===== src/rtl/sha_pkg.sv =====
package sha_pkg;
  typedef enum logic [3:0] {
    S_IDLE,
    S_REQ,
    S_SNOOP,
    S_WAIT,
    S_GRANT,
    S_BACKOFF,
    S_WB,
    S_RETRY
  } sha_state_e;
endpackage


===== src/rtl/sha_tick_cnt.sv =====
module sha_tick_cnt #(
  parameter int W = 2
) (
  input  logic         clk,
  input  logic         rst,
  input  logic         clr,
  input  logic         en,
  output logic [W-1:0] count
);
  always_ff @(posedge clk) begin
    if (rst || clr) count <= '0;
    else if (en)    count <= count + 1'b1;
  end
endmodule


===== src/rtl/sha_ctrl.sv =====
module sha_ctrl
  import sha_pkg::*;
#(
  parameter int ACK_MIN = 1,
  parameter int HIT_LAT = 2,
  localparam int AW = $clog2(ACK_MIN + 1),
  localparam int LW = $clog2(HIT_LAT + 1)
) (
  input  logic         clk,
  input  logic         rst,
  input  logic         mst_req,
  input  logic         mst_strobe,
  input  logic         mst_done,
  input  logic         hold_ack,
  input  logic         dirty_hit,
  input  logic         cpu_strobe,
  input  logic [AW-1:0] ack_cnt,
  input  logic [LW-1:0] lat_cnt,
  output sha_state_e   state
);
  sha_state_e nxt;
  logic ack_done, lat_done;

  assign ack_done = hold_ack && (ack_cnt == AW'(ACK_MIN - 1));
  assign lat_done = (lat_cnt == LW'(HIT_LAT - 1));

  always_comb begin
    nxt = state;
    unique case (state)
      S_IDLE:    if (mst_req)    nxt = S_REQ;
      S_REQ:     if (ack_done)   nxt = S_SNOOP;
      S_SNOOP:                   nxt = S_WAIT;
      S_WAIT:    if (lat_done)   nxt = dirty_hit ? S_BACKOFF : S_GRANT;
      S_GRANT:   if (mst_done)   nxt = S_IDLE;
      S_BACKOFF: if (cpu_strobe) nxt = S_WB;
      S_WB:      if (hold_ack)   nxt = S_RETRY;
      S_RETRY:   if (mst_strobe) nxt = S_WAIT;
      default:                   nxt = S_IDLE;
    endcase
  end

  always_ff @(posedge clk) begin
    if (rst) state <= S_IDLE;
    else     state <= nxt;
  end

  // the hit flag decides the path only at the sampling cycle
  a_r5_sample_point: assert property (@(posedge clk) disable iff (rst)
    (state == S_WAIT && !lat_done) |=> (state == S_WAIT));
endmodule


===== src/rtl/sha_drive.sv =====
module sha_drive
  import sha_pkg::*;
(
  input  sha_state_e state,
  input  logic       mst_strobe,
  input  logic       wr_q,
  output logic       cpu_hold_req,
  output logic       snoop_strobe,
  output logic       snoop_wr,
  output logic       mst_backoff,
  output logic       mst_gnt
);
  always_comb begin
    cpu_hold_req = state inside {S_REQ, S_SNOOP, S_WAIT, S_GRANT, S_WB, S_RETRY};
    snoop_strobe = (state == S_SNOOP) || (state == S_RETRY && mst_strobe);
    snoop_wr     = snoop_strobe && wr_q;
    mst_backoff  = state inside {S_BACKOFF, S_WB};
    mst_gnt      = state inside {S_RETRY, S_GRANT};
  end
endmodule


===== src/rtl/snoop_hold_arb.sv =====
module snoop_hold_arb
  import sha_pkg::*;
#(
  parameter int ACK_MIN = 1,
  parameter int HIT_LAT = 2
) (
  input  logic clk,
  input  logic rst,
  input  logic mst_req,
  input  logic mst_wr,
  input  logic mst_strobe,
  input  logic mst_done,
  input  logic hold_ack,
  input  logic dirty_hit,
  input  logic cpu_strobe,
  input  logic cpu_last,
  input  logic cpu_rdy,
  output logic cpu_hold_req,
  output logic snoop_strobe,
  output logic snoop_wr,
  output logic mst_backoff,
  output logic mst_gnt
);
  localparam int AW = $clog2(ACK_MIN + 1);
  localparam int LW = $clog2(HIT_LAT + 1);

  sha_state_e    state;
  logic [AW-1:0] ack_cnt;
  logic [LW-1:0] lat_cnt;
  logic          wr_q, ack_en, lat_en;

  assign ack_en = (state == S_REQ) && hold_ack;
  assign lat_en = (state == S_WAIT);

  always_ff @(posedge clk) begin
    if (rst)                             wr_q <= 1'b0;
    else if (state == S_IDLE && mst_req) wr_q <= mst_wr;
  end

  sha_tick_cnt #(.W(AW)) u_ack_cnt (
    .clk(clk), .rst(rst), .clr(!ack_en), .en(ack_en), .count(ack_cnt));

  sha_tick_cnt #(.W(LW)) u_lat_cnt (
    .clk(clk), .rst(rst), .clr(!lat_en), .en(lat_en), .count(lat_cnt));

  sha_ctrl #(.ACK_MIN(ACK_MIN), .HIT_LAT(HIT_LAT)) u_ctrl (
    .clk(clk), .rst(rst), .mst_req(mst_req), .mst_strobe(mst_strobe),
    .mst_done(mst_done), .hold_ack(hold_ack), .dirty_hit(dirty_hit),
    .cpu_strobe(cpu_strobe), .ack_cnt(ack_cnt), .lat_cnt(lat_cnt),
    .state(state));

  sha_drive u_drive (
    .state(state), .mst_strobe(mst_strobe), .wr_q(wr_q),
    .cpu_hold_req(cpu_hold_req), .snoop_strobe(snoop_strobe),
    .snoop_wr(snoop_wr), .mst_backoff(mst_backoff), .mst_gnt(mst_gnt));

  a_r1_reset_quiet: assert property (@(posedge clk)
    rst |=> (!cpu_hold_req && !snoop_strobe && !mst_backoff && !mst_gnt));

  a_r3_strobe_after_ack: assert property (@(posedge clk) disable iff (rst)
    snoop_strobe |-> (hold_ack && $past(hold_ack)));

  a_r4_dir_matches: assert property (@(posedge clk) disable iff (rst)
    snoop_strobe |-> (snoop_wr == mst_wr));

  a_r6_grant_excl: assert property (@(posedge clk) disable iff (rst)
    !(mst_gnt && mst_backoff));

  a_r7_drop_with_backoff: assert property (@(posedge clk) disable iff (rst)
    ($fell(cpu_hold_req) && !$past(mst_gnt)) |-> mst_backoff);

  a_r8_rehold_after_strobe: assert property (@(posedge clk) disable iff (rst)
    (mst_backoff && !cpu_hold_req && cpu_strobe) |=> (cpu_hold_req && mst_backoff));

  a_r8_hold_by_last_rdy: assert property (@(posedge clk) disable iff (rst)
    (mst_backoff && cpu_rdy && cpu_last) |-> cpu_hold_req);

  a_r9_release_on_ack: assert property (@(posedge clk) disable iff (rst)
    (mst_backoff && cpu_hold_req && hold_ack) |=> (!mst_backoff && mst_gnt));
endmodule


===== config.mk =====
export PLATFORM = sky130hd
export DESIGN_NAME = snoop_hold_arb
export DESIGN_NICKNAME = d
export VERILOG_FILES = /design/src/rtl/sha_pkg.sv /design/src/rtl/sha_tick_cnt.sv /design/src/rtl/sha_ctrl.sv /design/src/rtl/sha_drive.sv /design/src/rtl/snoop_hold_arb.sv
export SDC_FILE = /design/constraint.sdc
export NUM_CORES = 1
export LEC_CHECK = 0
export CAP_MARGIN = 15
export CELL_PAD_IN_SITES_DETAIL_PLACEMENT = 1
export CELL_PAD_IN_SITES_GLOBAL_PLACEMENT = 1
export CORE_MARGIN = 5
export CORE_UTILIZATION = 30
export DETAILED_ROUTE_END_ITERATION = 7
export GPL_ROUTABILITY_DRIVEN = 1
export PLACE_DENSITY = 0.74
export SKIP_CTS_REPAIR_TIMING = 1
export SLEW_MARGIN = 10
export SYNTH_ARGS = -nofsm -noshare
export SYNTH_HDL_FRONTEND = slang
export SYNTH_SLANG_ARGS = --single-unit

===== constraint.sdc =====
create_clock -name clk -period 3.4 [get_ports clk]
set_clock_uncertainty 0.1 [all_clocks]
set_input_delay 1.02 -clock clk [delete_from_list [all_inputs] [get_ports clk]]
set_output_delay 1.02 -clock clk [all_outputs]
set_load 0.1 [all_outputs]

# Word level (Yosys, flattened, before mapping)
# Cells that the tools add are included.
# W data, S select, Z words.
[op_classes]
reduce_logical = 15
muxes = 9
n_bitwise = 1
eq_ne = 15
addsub = 2
[ops]
columns = ["cell", "n"]
rows = [
  ["$pmux W4 S8", 1],
  ["$mux W4", 7],
  ["$eq A4 B3 Y1 const B", 4],
  ["$ne A2 B2 Y1 const B", 5],
  ["$eq A4 B2 Y1 const B", 2],
  ["$reduce_and A7 Y1", 1],
  ["$reduce_bool A6 Y1", 1],
  ["$logic_and A1 B1 Y1", 5],
  ["$eq A4 B1 Y1 const B", 1],
  ["$logic_not A4 Y1", 1],
  ["$ne A2 B1 Y1 const B", 2],
  ["$reduce_bool A2 Y1", 2],
  ["$logic_or A1 B1 Y1", 3],
  ["$add A2 B1 Y2 const B", 1],
  ["$eq A2 B1 Y1 const B", 1],
  ["$logic_not A1 Y1", 2],
  ["$add A1 B1 Y1 const B", 1],
  ["$mux W1", 1],
  ["$not A1 Y1", 1],
]
[word_totals]
output_inout_bits = 5
in_bits = 11
regBits = 8

# Logic depth before layout (Yosys ltp)
# Gate-level depths: netlist (run 1).
[logic_depth]
word_depth = 4
ltp_mapped = 6
mapped_depth_nobuf = 6

# Hierarchy
# From an unflattened synthesis (run 1), not the netlist that was laid out.
[unflattened]
hier_cells = 63
area_unflattened_um2 = 564.3
[modules_own_cells]
columns = ["mod", "seq_area_each_um2", "instances", "cells_per_inst", "area_per_inst_um2"]
rows = [
  ["sha_ctrl", 60.1, 1, 31, 276.5],
  ["sha_tick_cnt at u_lat_cnt", 40.0, 1, 7, 83.8],
  ["snoop_hold_arb", 20.0, 1, 10, 83.8],
  ["sha_drive", 0.0, 1, 12, 81.3],
  ["sha_tick_cnt at u_ack_cnt", 20.0, 1, 3, 38.8],
]

# Worst setup path before layout (run 1)
# Ideal clock, no wire load.
[synth_path]
path_kind = "input to output"
from = "input port mst_strobe"
to = "output port snoop_wr"
slack_ns = -1.249
t_arrival_ns = 3.529
path_stages = 3
required_ns = 2.280
cell_sequence = "nand3_1 a21oi_1 and2_1"
[synth_via]
elab_chain_cells = 3
[synth_rtl]
columns = ["item", "line_no", "source"]
rows = [
  ["start, declared", "snoop_hold_arb.sv:11", "input logic mst_strobe,"],
  ["$logic_and A1 B1 Y1", "sha_drive.sv:15", "snoop_strobe = (state == S_SNOOP) || (state == S_RETRY && mst_strobe);"],
  ["$logic_or A1 B1 Y1", "sha_drive.sv:15", ""],
  ["named net snoop_strobe", "snoop_hold_arb.sv:19", "output logic snoop_strobe,"],
  ["$logic_and A1 B1 Y1", "sha_drive.sv:16", "snoop_wr = snoop_strobe && wr_q;"],
  ["end, declared", "snoop_hold_arb.sv:20", "output logic snoop_wr,"],
]
# The timed path passes the listed nets, and every way through them passes these cells.

# Worst setup path in the final report (run 1)
[layout_path]
from = "input port mst_strobe"
to = "output port snoop_wr"
[layout_via]
elab_chain_cells = 3
[layout_rtl]
columns = ["item", "line_no"]
rows = [
  ["$logic_and A1 B1 Y1", "sha_drive.sv:15"],
  ["$logic_or A1 B1 Y1", "sha_drive.sv:15"],
  ["$logic_and A1 B1 Y1", "sha_drive.sv:16"],
]
# Every way passes these cells.

==> flow_results.org, run 1 <==
** Logic synthesis
- Netlist cell types :: 32
- Synth area leaders :: dfxtp_1 (30%), nor2_1 (5.6%), mux2i_1 (4.2%)
- Of all cell types, the one taking the most synthesized area is dfxtp_1.
- Register bit count reported by yosys :: 7
- Synth top area share :: 0.296
- Number of synthesized flops with an enable pin :: 0
- In the synthesized netlist, the number of instances is 57.
- The share of the Yosys chip area taken by registers is 0.296.
- After synthesis, the most frequently instantiated cells are dfxtp_1 (7), nor2_1 (7), nand2_1 (4).
- Average instance area after synthesis :: 8.30 um2
- Async S/R FF share, synth :: 0
- After synthesis the cells add up to 473 um2.
- Net count after synthesis :: a little under 70
- Ys Warns :: 0
- In the synthesized netlist the dominant register cell turns out to be dfxtp_1.

** Drt
- In the final routing, the length of wire on met1 measures 541 um.
- Violation count after the first detailed-route iteration :: 2
- The first TritonRoute pass finished after 3 iterations.
- Once detail routing completed, the nets flagged for antenna violations numbered 0.
- Amount of wire on met3 after detailed routing :: just over 80 um
- Average wire per cell in the routed design :: 13.7 um
- Detailed routing placed a total of between 500 and 600 um of wire on met2.
- For this block, the routed nets add up to between 1000 and 1500 um of wire.
- Per-cell via count in the routed design :: 5.27
- The routed layout has 464 vias.
- After detailed routing, no signal wire sits above met4.
- Remaining routing DRC violations :: 0

** STA
- Of the available clock period, the critical path in the final layout requires 0.967.
- The worst path in the final design needs a cycle of 3.29 ns, including I/O delays and setup.
- Remaining max-slew budget at the tightest pin :: 0.587
- Final number of setup-violating endpoints :: 0
- Final count of hold timing violations :: 0
- For the pin with the worst max-slew slack, the measured transition is 0.619 ns.
- The final count of pins violating max slew was 0.
- In the final timing run, aggregate negative setup slack is 0 ns.
- Setup repair after global routing left no endpoint under its margin.
- Achievable frequency :: 304 MHz

** Die
- In this run the vertical extent of the chip is 49.7 um.
- The region available for standard cell placement spans 1510 um2.
- Site row count :: 14
- During I/O placement, the number of pins put on the boundary was 16.
- The floorplan step set the die width to 49.7 um.
- The die covers 2470 um2.
- For this configuration, the core starts out at a cell density of 0.314.

** GRT
- The first global-routing pass estimated 2120 um of wire.
- Vias in the first global route :: 468
- The initial antenna violation count is 0.
- Pin count of the biggest net entering global routing :: 16
- For this run the aggregate overflow at the end of global routing stands at 0.
- Global-route total usage across every layer :: 0.111

** Finish
- At the end of the flow, the number of nets in the layout was 85.
- Fraction of layout cells with a size suffix above 1 :: 0.264
- Final cell count without fillers :: 88
- Number of inserted diodes :: 0
- From synthesis to final layout, the design area changed by 39.9%.

** Critical path
- The worst setup path is launched from an input port.
- The worst setup path is captured at a primary output.
- At the worst endpoint, the required time is 2.28 ns.
- For this design, the slowest cell found on the critical path is clkdlybuf4s50_1.
- Max incr delay on CP :: 0.51 ns
- Largest driver fanout on the critical path :: 3
- Launching point of the worst reg2reg path :: u_ctrl.state[1]
- Number of cells on the worst reg-to-reg path :: 4
- Worst reg2reg setup slack :: around 1.6 ns
- In this run the critical register-to-register path is captured at u_ctrl.state[1].
- Data arrives at the worst endpoint at 2.17 ns.
- Critical Path, Cell by Cell :: clkdlybuf4s50_1 -> nand3_1 -> a21oi_4 -> and2_4 -> buf_12
- WS Path Type :: in -> out

** Clocking
- Clock tree from TritonCTS :: built
- Buffers inserted during clock tree synthesis total 3.
- Clock latency on the worst-skew pair, taken at its later pin, is 0.25 ns.
- Worst-case clock buffer depth :: 2
- CTS built an H-tree with a depth of 1.
- The root buffer cell chosen for the clock tree is clkbuf_4.
- The clock net in this run drives a total of 7 sinks.
- After clock tree synthesis, the clock-pin slew on the worst setup and hold paths is 0.05 ns.

** Worst hold path
- Along the worst hold path, the cell count comes to 1.
- For hold timing, the worst endpoint is u_lat_cnt.count[0].
- In this run the worst hold path is classified as reg -> reg.
- Hold wc startpoint :: u_lat_cnt.count[0]

** Placed design
- Post-placement cell count :: 84
- GP Congestion :: roughly 0.71
- Port-buffer cells :: 13
- DPL Wire Length :: 942 um

** Status
- Status :: completed

** Power and ir drop
- The share of total power dissipated in sequential elements is 0.274.
- Combinational fraction of design power :: 0.586
- Overall power consumption after layout is estimated at 541 uW.
- Of the total power, the share spent switching nets is 0.522.
- Summed over all cells, the static leakage comes to 0.000255 uW.
- Total internal power :: ~260 uW
- Dividing total power by cell area gives a power density of 818 nW/um2.
- Clock power frac :: 0.140
- The worst-case IR drop observed on VDD is about 0.00029 V.
- Switching power :: 283 uW

** Run
- Max_cap viols :: 0
-- cell type report --
| class | instances | area, um2 |
|---|---|---|
| fillers | 193 | 845 |
| multi-input cells | 43 | 310 |
| repair buffers | 14 | 150 |
| flip-flops and latches | 7 | 140 |
| clock buffers | 4 | 26.3 |
| well taps | 16 | 20.0 |
| inverters | 4 | 15.0 |
-- through the flow --
step	instance area, um2	setup WS, ns	hold WS [ns]	utilization
2_1_floorplan	487	0.106	0.296	-
3_3_place_gp	636	0.124	0.305	0.422
3_5_place_dp	636	0.101	0.318	0.422
4_1_cts	662	0.0977	0.326	0.439
5_1_grt	662	0.0399	0.358	0.439
6_report	662	0.111	0.319	0.439
-- worst max path at each step --
stage / cells past startpoint / startpoint / to
floorplan: 3 / mst_strobe / snoop_wr
CTS: 5 / mst_strobe / snoop_wr
detailed placement: 5 / mst_strobe / snoop_wr
global placement: 5 / mst_strobe / snoop_wr
finish: 5 / mst_strobe / snoop_wr
global route: 5 / mst_strobe / snoop_wr
-- sequential cells by signal (all words and copies together) (netlist names) --
| name | flops |
|---|---|
| u_ack_cnt.count | 1 |
| u_lat_cnt.count | 2 |
| u_ctrl.state | 3 |
| wr_q | 1 |
-- worst max-delay path: cells and delay by family --
kind                   cells  cell delay [ns]
and+or+nand+nor            2             0.30
buffers and inverters      2             0.67
AOI/OAI and AO/OA          1             0.18
-- kinds of logic after synthesis --
family / Yosys count / share of synthesized area
DFF: 7 / 0.296
AOI/OAI and AO/OA: 13 / 0.214
xor gates and xnor gates: 1 / 0.0185
buffers and inverters: 7 / 0.0767
muxes: 2 / 0.0423
adders and majority gates: 1 / 0.0265
and+or+nand+nor: 26 / 0.325
-- per-layer routing --
| metal | global-route usage | vias up |
|---|---|---|
| li1 | - | 232 |
| met1 | 0.138 | 217 |
| met2 | 0.159 | 11 |
| met3 | 0.0512 | 4 |
| met4 | 0.0524 | 0 |
| met5 | 0 | - |
-- cell usage in the layout, fill, tap and decap left out, types with 2 or more instances in the layout --
master,n
mux2i_1,2
a21oi_1,2
nand2_1,4
nand3_1,3
clkbuf_4,3
inv_1,3
dfxtp_1,7
buf_12,2
o21ai_0,2
nor2_1,7
clkdlybuf4s50_1,8
nand2b_1,2
buf_4,4
-- power groups by stage --
stage / Combinational [uW] / Sequential [uW] / Clock, uW
after floorplan: 276 / 115 / 0
after global placement: 311 / 148 / 0
after detailed placement: 317 / 150 / 0
after CTS: 318 / 148 / 79.3
after global routing: 338 / 153 / 84.8
final: 317 / 148 / 75.8
Note: power is estimated with default switching activity, not from simulation.
==> run 2: changes to the inputs <==
--- a/config.mk
+++ b/config.mk
@@ -10,11 +10,13 @@
 export CELL_PAD_IN_SITES_GLOBAL_PLACEMENT = 1
 export CORE_MARGIN = 5
 export CORE_UTILIZATION = 30
+export CTS_BUF_LIST = sky130_fd_sc_hd__clkbuf_4 sky130_fd_sc_hd__clkbuf_8
 export DETAILED_ROUTE_END_ITERATION = 7
 export GPL_ROUTABILITY_DRIVEN = 1
-export PLACE_DENSITY = 0.74
+export PLACE_DENSITY = 0.7
 export SKIP_CTS_REPAIR_TIMING = 1
 export SLEW_MARGIN = 10
 export SYNTH_ARGS = -nofsm -noshare
 export SYNTH_HDL_FRONTEND = slang
+export SYNTH_HIERARCHICAL = 1
 export SYNTH_SLANG_ARGS = --single-unit
==> run 2 against run 1 <==
  * Sequential power shrank 26%
  * Total power shrank 41%
  * Combinational power fell by 61%
  * Wire length up 5.7%
  * Critical path depth shrank 1
  * Synthesized cell count increased by 11%
  * Design area up 14%
  * Sequential share of layout area decreased by 2.6 points
==> flow_results.org, run 2 <==
** Logic synthesis
- Synth area leaders :: dfxtp_1 (25%), xnor2_1 (6.2%), inv_1 (4.7%)
- Cell area after synthesis :: 564 um2 (+19%)
- The average cell area after synthesis came to 8.96 um2 (+7.9%).
- Register bit count reported by yosys :: 7 (unchanged)
- Main flop type after synthesis :: dfxtp_1
- Share of cell area taken by muxes after synthesis :: 0 (-0.0423)
- Area leader, netlist :: dfxtp_1
- The number of different library cells in the post-synthesis netlist was 38 (+19%).
- Ys Warns :: 6 (+6)
- The synthesized instance count is 63 (+11%).
- Simple logic cell fraction of the synthesized area :: 0.295 (-0.0305)
- The commonest cells after synthesis are dfxtp_1 (7), inv_1 (7), nor2_1 (4), xnor2_1 (4), a21oi_1 (3).
- Synth top area share :: 0.248 (-0.0480)
- The share of the synthesized area in compound gates (AO/OA/AOI/OAI) came to 0.288 (+0.0740).
- Post-synthesis adder-cell area fraction :: 0 (-0.0265)
- Synth Area in XOR/XNOR :: 0.0621 (+0.0436)
- The post-synthesis sequential area ratio came to 0.248 (-0.0480).
- Net count after synthesis :: 74 (+7.2%)
- Combinational family with the most area after synthesis :: simple AND/OR/NAND/NOR gates
- Async S/R FF share, synth :: 0 (unchanged)
- The number of flops mapped to enable cells by yosys is 0 (unchanged).

** STA
- Final count of hold timing violations :: 0 (unchanged)
- The hold slack was 0.459 ns (+0.140 ns).
- The transition time at the pin with the least slew margin came to 0.542 ns (-0.0770 ns).
- The peak clock frequency supported by timing is 304 MHz (about the same).
- Final number of setup-violating endpoints :: 0 (unchanged)
- The final count of pins violating max slew was 0 (unchanged).
- Setup repair after global routing left no endpoint under its margin.
- The ratio of final minimum period to clock period is 0.967 (about the same).
- The clock period minus final worst setup slack was 3.29 ns (-0.000130 ns).
- Remaining max-slew budget at the tightest pin :: 0.638 (+0.0514)
- Final sum of negative setup slack :: 0 ns (unchanged)

** Power and ir drop
- The post-layout total power is 320 uW (-41%).
- Max VDD drop :: 0.000164 V (-43%)
- The power density normalized to cell area came to 424 nW/um2 (-48%).
- Lkg Pwr :: 0.000282 uW (+11%)

** Critical path
- Max incr delay on CP :: 0.49 ns (-0.02 ns)
- Traced cell by cell, the critical path runs through clkdlybuf4s50_1 -> nand3_1 -> a211oi_4 -> buf_12.
- In this run the critical register-to-register path is launched from u_ctrl/state[2].
- The peak fanout along the critical path came to 3 (unchanged).
- The setup slack of the most critical reg-to-reg path was 1.67 ns (+0.05 ns).
- Crit start category :: input port
- Worst endpoint required time :: 2.28 ns (about the same)
- Capturing element type of the critical path :: primary output
- The depth of the worst register-to-register path is 4 (unchanged).
- The worst setup path is of the in -> out kind.
- For this design, the slowest cell found on the critical path is clkdlybuf4s50_1.
- Data arrival time of the worst path :: 2.17 ns (about the same)
- Terminus of the critical flop-to-flop path :: u_ctrl/state[0]

** Clocking
- The worst-case clock buffer depth was 2 (unchanged).
- Clock tree from TritonCTS :: built
- CTS placed an instance of clkbuf_4 at the clock tree root.
- Insertion delay of the later-clocked pin in the worst-skew pair :: 0.26 ns (about the same)
- Htree depth :: 1 (unchanged)
- The number of clock buffers inserted by TritonCTS is 3 (unchanged).
- The register clock-pin slew on the reported worst setup and hold paths came to 0.05 ns (about the same).
- TritonCTS Sinks :: 7 (unchanged)

** Drt
- Remaining routing DRC violations :: 0 (unchanged)
- Total via count after detailed routing :: 517 (+11%)
- The total wirelength of the detailed-routed design came to 1270 um (+5.7%).
- The violation count after the first detailed-routing iteration is 3 (+1).
- The post-route antenna net violation count is 0 (unchanged).
- 1st-pass router iterations :: 4 (+1)
- Per-cell via count in the routed design :: 5.07 (-3.9%)
- Average wire per cell in the routed design :: 12.5 um (-8.8%)

** Die
- Site row count :: 15 (+1)
- Count of pins on the block boundary :: 16 (unchanged)
- The area inside the core boundary came to 1760 um2 (+17%).
- The effective utilization at floorplan was 0.320 (+0.00590).
- The height of the chip came to 53.4 um (+7.4%).
- Die outline width :: 53.4 um (+7.4%)
- The area of the die is 2850 um2 (+15%).

** Worst hold path
- The min-delay analysis places its worst path in the category reg -> reg.
- The worst hold path begins at u_lat_cnt/count[0].
- The count of cells along the worst hold path came to 2 (+1).
- For hold timing, the worst endpoint is u_lat_cnt/count[0].

** Finish
- Nets@finish :: 89 (+4.7%)
- Area overhead of the layout relative to synthesis :: 33.7%
- The footprint of the flip-flops and latches is 140 um2 (unchanged).
- The library cell used most frequently in the layout, excluding fill and tap cells, is clkdlybuf4s50_1.
- The area of combinational cells with multiple inputs is 384 um2 (+24%).
- Filler cells :: 222 (+15%)
- The fraction of layout cells with a size suffix above 1 is 0.286 (+0.0218).
- The final cell count without fillers is 102 (+16%).
- The number of antenna cells inserted came to 0 (unchanged).
- Flip-flop count of the largest register after layout :: 3 (unchanged)
- In the layout the commonest cells are clkdlybuf4s50_1 (8), inv_1 (7), dfxtp_1 (7).
- Biggest register :: u_ctrl/state
- In the final layout, the registers with the most flip-flops are u_ctrl/state (3), u_lat_cnt/count (2).
- Final Instance Area :: 754 um2 (+14%)

** GRT
- Wire length of the first global-routing pass :: 2080 um (-1.7%)
- The via count of the first global-routing pass came to 497 (+6.2%).
- The pin count of the biggest net entering global routing was 17 (+1).
- Antenna violations before repair :: 0 (unchanged)
- Global-route total usage across every layer :: 0.105 (-0.00631)
- Overflow left after global routing :: 0 (unchanged)

** Placed design
- The post-place instance area was 724 um2 (+14%).
- The placer's final routability congestion estimate is 0.662 (-6.4%).
- Post-placement cell count :: 98 (+17%)
- The post-DP HPWL is 973 um (+3.3%).
- The quantity of I/O buffers inserted on ports came to 13 (unchanged).

** Run
- Max_cap viols :: 0 (unchanged)

** Status
- Status :: completed
==> run 2: routing by layer <==
metal | GRT usage | part of all wire | vias up
met2 | 0.161 | 0.45 | 14
met1 | 0.112 | 0.46 | 238
li1 | - | - | 262
met3 | 0.0366 | 0.061 | 3
met5 | 0 | 0 | -
met4 | 0.0894 | 0.028 | 0
==> run 2: power by group <==
group,total (uW),internal (uW),switching (uW)
clock,87.7,53.0,34.7
sequential,109,88.3,20.9
combinational,123,53.8,69.2
==> run 2: cell type report <==
cell class	instances	area share
Clock buffer	4	0.0398
Inverter	7	0.0348
Multi-Input combinational cell	46	0.509
Sequential cell	7	0.186
Tap cell	25	0.0415
Timing Repair Buffer	13	0.189
==> run 2: how the worst max path moves through the flow <==
stage / end / slack [ns] / cells past startpoint / startpoint
final: snoop_wr / 0.11 / 4 / mst_strobe
after global routing: snoop_wr / 0.07 / 4 / mst_strobe
after CTS: snoop_wr / 0.10 / 4 / mst_strobe
after detailed placement: snoop_wr / 0.11 / 4 / mst_strobe
after global placement: snoop_wr / 0.10 / 4 / mst_strobe
after floorplan: snoop_strobe / 0.17 / 2 / mst_strobe
==> run 2: logic make-up after synthesis <==
group                     after synthesis
other                                   1
and+or+nand+nor                        23
xor gates and xnor gates                4
AOI/OAI and AO/OA                      18
DFF                                     7
buffers and inverters                  10
==> run 2: worst max-delay path: cells and delay by family <==
kind | cells | cell delay, ns
AND/OR/NAND/NOR | 1 | 0.16
buffers and inverters | 2 | 0.70
AO/OA/AOI/OAI | 1 | 0.29
==> run 2: through the flow <==
stage               utilization  setup WS (ns)
floorplan                     -          0.173
global placement          0.411          0.105
detailed placement        0.411          0.110
CTS                       0.428          0.105
global route              0.428         0.0720
finish                    0.428          0.111
